**src/rtl/resv_pkg.sv**
```systemverilog
package resv_pkg;
    typedef enum logic {
        SLOT_EMPTY,
        SLOT_HELD
    } slot_state_t;

    typedef enum logic [1:0] {
        RSP_IDLE,
        RSP_PASS,
        RSP_FAIL
    } rsp_state_t;
endpackage

```
**src/rtl/resv_slot.sv**
```systemverilog
module resv_slot
    import resv_pkg::*;
#(
    parameter int TAG_W = 30
) (
    input  logic             clk,
    input  logic             rst_n,
    input  logic             clear,
    input  logic             load,
    input  logic [TAG_W-1:0] load_tag,
    output logic             held,
    output logic [TAG_W-1:0] tag
);
    slot_state_t state_q, state_d;

    always_ff @(posedge clk) begin
        if (!rst_n) begin
            state_q <= SLOT_EMPTY;
            tag     <= '0;
        end else begin
            state_q <= state_d;
            if (load && !clear)
                tag <= load_tag;
        end
    end

    always_comb begin
        state_d = state_q;
        unique case (state_q)
            SLOT_EMPTY: if (load && !clear) state_d = SLOT_HELD;
            SLOT_HELD:  if (clear)          state_d = SLOT_EMPTY;
        endcase
    end

    assign held = (state_q == SLOT_HELD);
endmodule

```
**src/rtl/resv_alloc.sv**
```systemverilog
module resv_alloc #(
    parameter int ENTRIES = 4
) (
    input  logic               clk,
    input  logic               rst_n,
    input  logic               clear,
    input  logic               want,
    input  logic [ENTRIES-1:0] held,
    output logic [ENTRIES-1:0] grant
);
    localparam int IDX_W = (ENTRIES > 1) ? $clog2(ENTRIES) : 1;
    localparam logic [IDX_W-1:0] LAST = IDX_W'(ENTRIES - 1);

    logic [IDX_W-1:0] ptr_q;
    logic [IDX_W-1:0] free_idx;
    logic             any_free;

    always_comb begin
        free_idx = '0;
        any_free = 1'b0;
        for (int i = ENTRIES - 1; i >= 0; i--) begin
            if (!held[i]) begin
                free_idx = IDX_W'(i);
                any_free = 1'b1;
            end
        end
    end

    always_comb begin
        grant = '0;
        if (want)
            grant[any_free ? free_idx : ptr_q] = 1'b1;
    end

    always_ff @(posedge clk) begin
        if (!rst_n || clear)
            ptr_q <= '0;
        else if (want && !any_free)
            ptr_q <= (ptr_q == LAST) ? '0 : ptr_q + 1'b1;
    end
endmodule

```
**src/rtl/resv_respond.sv**
```systemverilog
module resv_respond
    import resv_pkg::*;
#(
    parameter int STAT_W = 32
) (
    input  logic              clk,
    input  logic              rst_n,
    input  logic              sc_valid,
    input  logic              sc_hit,
    input  logic              clear,
    output logic              sc_done,
    output logic [STAT_W-1:0] sc_status,
    output logic              mem_wr_en
);
    rsp_state_t state_q, state_d;

    always_comb begin
        if (sc_valid)
            state_d = (sc_hit && !clear) ? RSP_PASS : RSP_FAIL;
        else
            state_d = RSP_IDLE;
    end

    always_ff @(posedge clk) begin
        if (!rst_n) state_q <= RSP_IDLE;
        else        state_q <= state_d;
    end

    always_comb begin
        sc_done   = 1'b0;
        sc_status = '0;
        mem_wr_en = 1'b0;
        unique case (state_q)
            RSP_IDLE: ;
            RSP_PASS: begin
                sc_done   = 1'b1;
                mem_wr_en = 1'b1;
            end
            RSP_FAIL: begin
                sc_done   = 1'b1;
                sc_status = STAT_W'(1);
            end
            default: ;
        endcase
    end
endmodule

```
**src/rtl/resv_tracker.sv**
```systemverilog
module resv_tracker #(
    parameter int ADDR_W  = 32,
    parameter int ENTRIES = 4,
    parameter int STAT_W  = 32
) (
    input  logic              clk,
    input  logic              rst_n,
    input  logic              lr_valid,
    input  logic [ADDR_W-1:0] lr_addr,
    input  logic              sc_valid,
    input  logic [ADDR_W-1:0] sc_addr,
    input  logic              trap_clear,
    output logic              sc_done,
    output logic [STAT_W-1:0] sc_status,
    output logic              mem_wr_en
);
    localparam int TAG_W = ADDR_W - 2;

    logic [ENTRIES-1:0] held_vec;
    logic [ENTRIES-1:0] grant_vec;
    logic [ENTRIES-1:0] lr_match;
    logic [ENTRIES-1:0] sc_match;
    logic [TAG_W-1:0]   tag_arr [ENTRIES];
    logic               alloc_want;
    logic               unused_low;

    assign unused_low = ^{lr_addr[1:0], sc_addr[1:0]};

    for (genvar g = 0; g < ENTRIES; g++) begin : g_slot
        resv_slot #(.TAG_W(TAG_W)) u_slot (
            .clk      (clk),
            .rst_n    (rst_n),
            .clear    (trap_clear),
            .load     (grant_vec[g]),
            .load_tag (lr_addr[ADDR_W-1:2]),
            .held     (held_vec[g]),
            .tag      (tag_arr[g])
        );
        assign lr_match[g] = held_vec[g] && (tag_arr[g] == lr_addr[ADDR_W-1:2]);
        assign sc_match[g] = held_vec[g] && (tag_arr[g] == sc_addr[ADDR_W-1:2]);
    end

    assign alloc_want = lr_valid && !trap_clear && !(|lr_match);

    resv_alloc #(.ENTRIES(ENTRIES)) u_alloc (
        .clk   (clk),
        .rst_n (rst_n),
        .clear (trap_clear),
        .want  (alloc_want),
        .held  (held_vec),
        .grant (grant_vec)
    );

    resv_respond #(.STAT_W(STAT_W)) u_respond (
        .clk       (clk),
        .rst_n     (rst_n),
        .sc_valid  (sc_valid),
        .sc_hit    (|sc_match),
        .clear     (trap_clear),
        .sc_done   (sc_done),
        .sc_status (sc_status),
        .mem_wr_en (mem_wr_en)
    );
endmodule

```
**config.mk**
```make
export PLATFORM = sky130hd
export DESIGN_NAME = resv_tracker
export DESIGN_NICKNAME = d
export VERILOG_FILES = /design/src/rtl/resv_pkg.sv /design/src/rtl/resv_slot.sv /design/src/rtl/resv_alloc.sv /design/src/rtl/resv_respond.sv /design/src/rtl/resv_tracker.sv
export SDC_FILE = /design/constraint.sdc
export NUM_CORES = 1
export LEC_CHECK = 0
export BUFFER_PORTS_ARGS = -buffer_cell sky130_fd_sc_hd__buf_2
export CORE_MARGIN = 10
export CORE_UTILIZATION = 35
export DETAILED_ROUTE_END_ITERATION = 16
export PLACE_DENSITY = 0.6
export SYNTH_ARGS = -nofsm -noshare
export SYNTH_HDL_FRONTEND = slang
export SYNTH_HIERARCHICAL = 1
export SYNTH_SLANG_ARGS = --single-unit
```
**constraint.sdc**
```tcl
create_clock -name clk -period 2.8 [get_ports clk]
set_input_delay 0.14 -clock clk [delete_from_list [all_inputs] [get_ports clk]]
set_output_delay 0.14 -clock clk [all_outputs]
set_load 0.05 [all_outputs]
```
==> results.md, run 1 <==
- Max Slew Vio Count: 0
- Worst Skew: 7.15 ps
- Post-DP HPWL: 21300 µm
- Initial antenna violation count: 0
- Die Span Y: 175 µm
- Register area share after synthesis: 30.6%
- Setup Buffers After CTS: 0
- WP data required: 3160 ps
- Synth area leaders: dfxtp_1, xnor2_1, mux2i_1
- Worst setup path class: flip-flop to flip-flop
- Mapped Cells: 957
- Total Routed Length: 28200 µm
- Number of synthesized register bits: 128
- Tot Pwr: 0.00470 W
- Hold Fails Final Rpt: 0
- Residual DRC count: 0
- Fin util: 40.4%
- Post-synth EDFFs: 0
- Layout area overhead: 13.5%
- Post-place setup slack: 101 ps
- Synthesized area: 0.00838 mm²
- CTS tree: yes
- Maximum vdd drop: 0.313 mV
- Starting Density: 35.6%
- PD cells: 494 mW/mm²
- Max-Cap Viols: 0
- Status: finished with violations
- Avg Inst Size Synth: 8.76 µm²
- # setup viols final: 4
- Gr usage total: 18.0%
- Via count: 6655
- Antenna viol nets, final: 0
- Max Clock Freq: 0.357 GHz
- Clk root buf: clkbuf_16
- Worst setup margin: -4.87 ps
- Fin crit period: 2800 ps
- Core footprint: 0.0235 mm²
- TritonRoute pass-1 iters: 5
- Relative slew slack: 47.2%
- DR WL/cell: 21.0 µm
- Clock transition at path regs: 60 ps
- Violated checks: negative setup slack
- First-pass GRT wire length: 41400 µm
- Slew @ Worst Pin: 785 ps
- Antenna Diode Count: 0
- Skew-Pair Late Insertion Delay: 440 ps
- Main synth FF type: dfxtp_1
- CP arrival: 3170 ps
- Largest stage delay, worst path: 410 ps
- Clk buf depth: 2
- Nets: 1083
- Setup TNS Final: -12.0 ps
- Die W: 175 µm
- Sink Count: 128
- Number of fill cells: 2425
- HP Class: input pin to flip-flop
- I/O Pins: 103
- Vias per cell: 4.96
- Die ar.: 0.0305 mm²
- Crit-path leading delay family: simple AND/OR/NAND/NOR gates
- Buf/Inv on CP: 2
- Synth async-reset ratio: 0%
- Cell row count: 56
- Netlist cell types: 37
- Leak: 3.39 nW
- Port bufs: 67
- Share of layout cells above drive strength 1: 16.4%
- Area leader, netlist: dfxtp_1
- Detailed Route Iter0 Violations: 661
- Final Cycle Share: 100%
- H-tree depth: 4
- Largest net degree at the start of global routing: 110
- GRT overflow: 0
- Vias in the first global route: 6530
- GPL Wtd Cong: 1.00
- Slowest stage cell on the critical path: or3_4
- Yosys Warn Count: 6
- Startpoint types: flip-flop
- Unrepaired setup endpoints after global routing: true
- Area share of the largest cell type after synthesis: 30.6%
- Crit path capture type: flip-flop
- Crit Path Max Fanout: 15
- TritonCTS Buffers: 17
- Cell breakdown of the critical path: xnor2_1 > nand4_1 > nor4_1 > a41oi_1 > o311a_1 > inv_1 > or3_4 > nor3b_4 > nor2b_4 > clkbuf_16 > mux2i_1
## power by group
group / switching, W / internal [W] / total [W]
Clock: 0.000888 / 0.00125 / 0.00214
Sequential: 0.0000191 / 0.00184 / 0.00186
Combinational: 0.000475 / 0.000221 / 0.000696
Total: 0.00138 / 0.00332 / 0.00470
## layout make-up
type | count | area (µm²) | share of cell area, %
clock inverter | 11 | 90.1 | 0.947
tap | 319 | 399 | 4.20
timing repair buffer | 100 | 702 | 7.38
inverter | 9 | 33.8 | 0.355
sequential | 128 | 2590 | 27.2
clock buffer | 21 | 460 | 4.84
multi-input combinational | 755 | 5230 | 55.0
## flip-flops by register name, indices dropped and copies added, names as in the netlist
signal	cells
g_slot.u_slot/tag	120
g_slot.u_slot/held	4
u_respond/state_q	2
u_alloc/ptr_q	2
## through the flow
step	instances	hold WS, ps	instance area (µm²)
after floorplan	987	210	8490
after global placement	1308	420	8800
after detailed placement	1308	417	8800
after CTS	1341	14.7	9360
after global routing	1343	49.4	9510
final	1343	37.1	9510
## cells by family (layout without fill, tap and decap cells)
kind of cell / after synthesis / in the layout / synth area share, %
compound gates: 13 / 13 / 1.03
xor+xnor: 237 / 237 / 24.8
fa+ha+maj: 3 / 3 / 0.448
buf+inv: 104 / 141 / 9.20
flops: 128 / 128 / 30.6
mux: 122 / 122 / 14.6
other cells: 1 / 31 / 0.0447
simple gates: 349 / 349 / 19.4
## timing repair
action / 4_1_cts / 5_1_grt
hold buffers: 1 / 0
endpoints found under the hold margin: 2 / 0
gates resized for setup: 0 / 31
setup endpoints to repair: 0 / 41
## path summary, 6_finish.rpt
kind / from / end / slack [ps] / cells after the start
worst max register to register: g_slot[2].u_slot/tag[0] / g_slot[3].u_slot/tag[21] / -5 / 11
worst max-delay path: g_slot[2].u_slot/tag[0] / g_slot[3].u_slot/tag[21] / -5 / 11
worst min-delay path: lr_addr[17] / g_slot[0].u_slot/tag[15] / 40 / 3
worst min register to register: g_slot[3].u_slot/tag[7] / g_slot[3].u_slot/tag[7] / 480 / 2
## placed cells by master, fill, tap and decap left out, drive strengths merged
cell	count
nand2	248
xnor2	158
dfxtp	128
mux2i	122
buf	97
xor2	79
nand4	46
conb	31
nor4	29
clkbuf	23
inv	9
nor3b	7
clkinv	6
nor2b	6
nor2	5
o21ai	4
clkinvlp	4
a21oi	3
ha	3
nor3	2
nand3	2
or3	2
o2bb2ai	1
a221oi	1
a22oi	1
nand2b	1
a41oi	1
o311a	1
bufinv	1
dlygate4sd3	1
and3b	1
o21a	1
## worst min-delay path: stages
cell and delay (ps):
buf_2 160, nand2_1 70, mux2i_1 60
## per-layer routing
layer  wire length (µm)  GRT usage (%)  share of wire, %  vias to the layer above
li1                   -              -                 -                     3177
met1              13000           24.2                46                     3226
met2              12800           28.0                45                      218
met3               1790           4.05               6.3                       34
met4                612           5.30               2.2                        0
met5                  0              0                 0                        -
## cell usage after synthesis, drive strengths merged, types with 2 or more instances
cell type	instances
a21oi	3
inv	9
clkbuf	20
dfxtp	128
nand4	46
xnor2	158
nor4	29
nor3b	7
or3	2
mux2i	122
xor2	79
buf	75
nand2	248
nor2	5
nor3	2
ha	3
nand3	2
o21ai	4
nor2b	6
(Power assumes the default switching activity.)
==> run 2, diff against run 1 <==
ABC_AREA = 1   (was not set)
PLACE_DENSITY = 0.59   (was 0.6)
==> results.md, run 2 <==
- Status: finished, final reports clean (was finished with violations)
- Largest register FFs: 120 (unchanged)
- TritonCTS Buffers: 17 (unchanged)
- Main synth FF type: dfxtp_1 (unchanged)
- Worst Skew: 12.4 ps (was 7.15 ps)
- Slew @ Worst Pin: 811 ps (was 785 ps)
- Synth area leaders: dfxtp_1, nand2_1, nor2_1 (was dfxtp_1, xnor2_1, mux2i_1)
- Area share of the largest cell type after synthesis: 27.0% (was 30.6%)
- Share of layout cells above drive strength 1: 10.0% (was 16.4%)
- Avg Inst Size Synth: 5.52 µm² (was 8.76 µm²)
- Multi-input gate area: 0.00545 mm² (was 0.00523 mm²)
- Critical path depth in cells: 19 (was 11)
- Largest net degree at the start of global routing: 71 (was 110)
- Maximum vdd drop: 0.292 mV (was 0.313 mV)
- Largest stage delay, worst path: 410 ps (about the same)
- DR WL/cell: 17.9 µm (was 21.0 µm)
- Final Cycle Share: 90.2% (was 100%)
- Post-DP HPWL: 30400 µm (was 21300 µm)
- Hold Crit Start: lr_addr[9] (was lr_addr[17])
- Leak: 5.21 nW (was 3.39 nW)
- Cell row count: 60 (was 56)
- Yosys Warn Count: 6 (unchanged)
- CP arrival: 2850 ps (was 3170 ps)
- FF-to-FF Start: g_slot[0].u_slot/tag[21] (was g_slot[2].u_slot/tag[0])
- Max-Cap Viols: 0 (unchanged)
- Post-synth EDFFs: 0 (unchanged)
- Max Slew Vio Count: 0 (unchanged)
- Startpoint types: flip-flop (unchanged)
- Clk buf depth: 2 (unchanged)
- Area leader, netlist: dfxtp_1 (unchanged)
- Netlist cell types: 29 (was 37)
- Residual DRC count: 0 (unchanged)
- Setup Buffers After CTS: 0 (unchanged)
- Layout area overhead: 13.5% (about the same)
- Relative slew slack: 45.3% (was 47.2%)
- Starting Density: 35.5% (was 35.6%)
- Slowest stage cell on the critical path: dfxtp_1 (was or3_4)
- Worst setup path class: flip-flop to flip-flop (unchanged)
- Synth async-reset ratio: 0% (unchanged)
- Clk root buf: clkbuf_16 (unchanged)
- WP data required: 3120 ps (was 3160 ps)
- Number of fill cells: 3016 (was 2425)
- Vias in the first global route: 9310 (was 6530)
- Fin crit period: 2530 ps (was 2800 ps)
- Antenna viol nets, final: 0 (unchanged)
- Most common cell in the netlist: nand2_1 (unchanged)
- Total Routed Length: 38400 µm (was 28200 µm)
- Detailed Route Iter0 Violations: 890 (was 661)
- GPL Wtd Cong: 1.00 (about the same)
- Clock transition at path regs: 70 ps (was 60 ps)
- Hold Crit Depth: 5 (was 3)
- Nets: 1859 (was 1083)
- Setup TNS Final: 0 ps (was -12.0 ps)
- Commonest non-fill, non-tap cells in the layout: nand2_1, nor2_1, inv_1 (was nand2_1, xnor2_1, mux2i_1)
- HP Class: input pin to flip-flop (unchanged)
- Crit Path Max Fanout: 16 (was 15)
- First-pass GRT wire length: 57200 µm (was 41400 µm)
- I/O Pins: 103 (unchanged)
- Max Clock Freq: 0.396 GHz (was 0.357 GHz)
- Core footprint: 0.0268 mm² (was 0.0235 mm²)
- CTS tree: yes (unchanged)
- Synthesized area: 0.00950 mm² (was 0.00838 mm²)
- Register bank with the most flops: g_slot.u_slot/tag (unchanged)
- Crit-path leading delay family: simple AND/OR/NAND/NOR gates (unchanged)
- Unrepaired setup endpoints after global routing: false (was true)
- Via count: 10.1k (was 6655)
- Hold Fails Final Rpt: 0 (unchanged)
- Register area share after synthesis: 27.0% (was 30.6%)
- Most common cell after layout, fill and taps aside: nand2_1 (unchanged)
- Port bufs: 67 (unchanged)
- Hold EP: g_slot[1].u_slot/tag[7] (was g_slot[0].u_slot/tag[15])
- Gr usage total: 22.5% (was 18.0%)
- H-tree depth: 4 (unchanged)
- Die ar.: 0.0341 mm² (was 0.0305 mm²)
- Die Span Y: 185 µm (was 175 µm)
- Sink Count: 128 (unchanged)
- Initial antenna violation count: 1 (was 0)
- Mapped Cells: 1723 (was 957)
- PD cells: 467 mW/mm² (was 494 mW/mm²)
- # setup viols final: 0 (was 4)
- Commonest cells in the synthesized netlist: nand2_1, nor2_1, inv_1 (was nand2_1, xnor2_1, dfxtp_1)
- Skew-Pair Late Insertion Delay: 430 ps (was 440 ps)
- Crit path capture type: flip-flop (unchanged)
- Cell breakdown of the critical path: inv_1 > nand2_1 > nand2_1 > clkinv_1 > nand2_1 > nor2_1 > nand2_1 > nor2_1 > nand3_2 > nand2_1 > nor2_2 > inv_1 > nor2_1 > and2_1 > inv_2 > nor2_2 > buf_4 > nor2_1 > nor2_1 (was xnor2_1 > nand4_1 > nor4_1 > a41oi_1 > o311a_1 > inv_1 > or3_4 > nor3b_4 > nor2b_4 > clkbuf_16 > mux2i_1)
- GRT overflow: 0 (unchanged)
- Storage element area: 0.00256 mm² (was 0.00259 mm²)
- Vias per cell: 4.70 (was 4.96)
- TritonRoute pass-1 iters: 5 (unchanged)
- Reg2reg path depth: 19 (was 11)
- Buf/Inv on CP: 5 (was 2)
- Number of synthesized register bits: 128 (unchanged)
- Fin util: 40.3% (was 40.4%)
- Reg2Reg Setup Slack: 270 ps (was -5 ps)
- Die W: 185 µm (was 175 µm)
- Worst r2r dst: g_slot[3].u_slot/tag[7] (was g_slot[3].u_slot/tag[21])
[run 2: cell count changes in the layout (fill, tap and decap cells not counted), sizes merged, moves of 114 or more]
| cell | change |
|---|---|
| nand3 | +130 |
| inv | +288 |
| mux2i | -122 |
| nor2 | +383 |
| nand2 | +252 |
| xnor2 | -114 |
[run 2: repair_timing]
item | CTS | global route
endpoints found under the setup margin | 0 | 63
gates resized for setup | 0 | 1
endpoints found under the hold margin | 2 | 0
hold buffers | 1 | 0
[run 2: layout make-up]
type	count	share of cell area, %
clock inverter	14	1.44
inverter	295	10.3
antenna	1	0.0232
sequential	128	23.7
tap	341	3.95
multi-input combinational	1245	50.5
clock buffer	18	4.07
timing repair buffer	100	6.03
[run 2: kinds of logic after synthesis]
| logic type | after synthesis | share of synthesized area, % |
|---|---|---|
| AO/OA/AOI/OAI | 113 | 6.24 |
| XOR/XNOR | 65 | 5.99 |
| adder cells (fa/ha/maj) | 3 | 0.395 |
| buffers and inverters | 380 | 17.1 |
| flip-flops | 128 | 27.0 |
| other | 1 | 0.0395 |
| AND/OR/NAND/NOR | 1033 | 43.3 |
[run 2: stage by stage]
| step | std cells | setup WS [ps] | cell area, µm² | hold slack, ps | power, W |
|---|---|---|---|---|---|
| floorplan | 1753 | 907 | 9620 | 212 | 0.00246 |
| global route | 2141 | 51.9 | 10800 | 93.7 | 0.00524 |
| finish | 2142 | 273 | 10800 | 91.3 | 0.00504 |
| detailed placement | 2108 | 173 | 10200 | 402 | 0.00275 |
| global placement | 2108 | 217 | 10200 | 397 | 0.00274 |
| CTS | 2141 | 137 | 10800 | 76.1 | 0.00506 |
[run 2: how the worst max path moves through the flow]
stage,to,slack (ps),start
2_1_floorplan,g_slot[1].u_slot/tag[7],910,g_slot[3].u_slot/tag[3]
3_3_place_gp,g_slot[0].u_slot/tag[15],220,lr_addr[19]
3_5_place_dp,g_slot[0].u_slot/tag[27],170,g_slot[1].u_slot/tag[29]
4_1_cts,g_slot[0].u_slot/tag[27],140,g_slot[1].u_slot/tag[5]
5_1_grt,g_slot[0].u_slot/tag[15],50,g_slot[0].u_slot/tag[12]
6_report,g_slot[3].u_slot/tag[7],270,g_slot[0].u_slot/tag[21]
[run 2: worst min-delay path: stages]
cell and delay, ps:
buf_2 140, inv_1 60, nand3_1 50, nand2_1 50
nor2_1 30
[run 2: report_power, final]
part | total [W] | internal (W) | switching, W
registers | 0.00188 | 0.00185 | 0.0000343
logic | 0.000836 | 0.000235 | 0.000601
clock network | 0.00232 | 0.00135 | 0.000973
total | 0.00504 | 0.00343 | 0.00161
[run 2: metal layers]
metal  GRT usage (%)  part of all wire, %
met2            36.7                   46
met1            29.3                   45
met4            6.11                  1.9
met3            4.66                  6.5
met5               0                    0
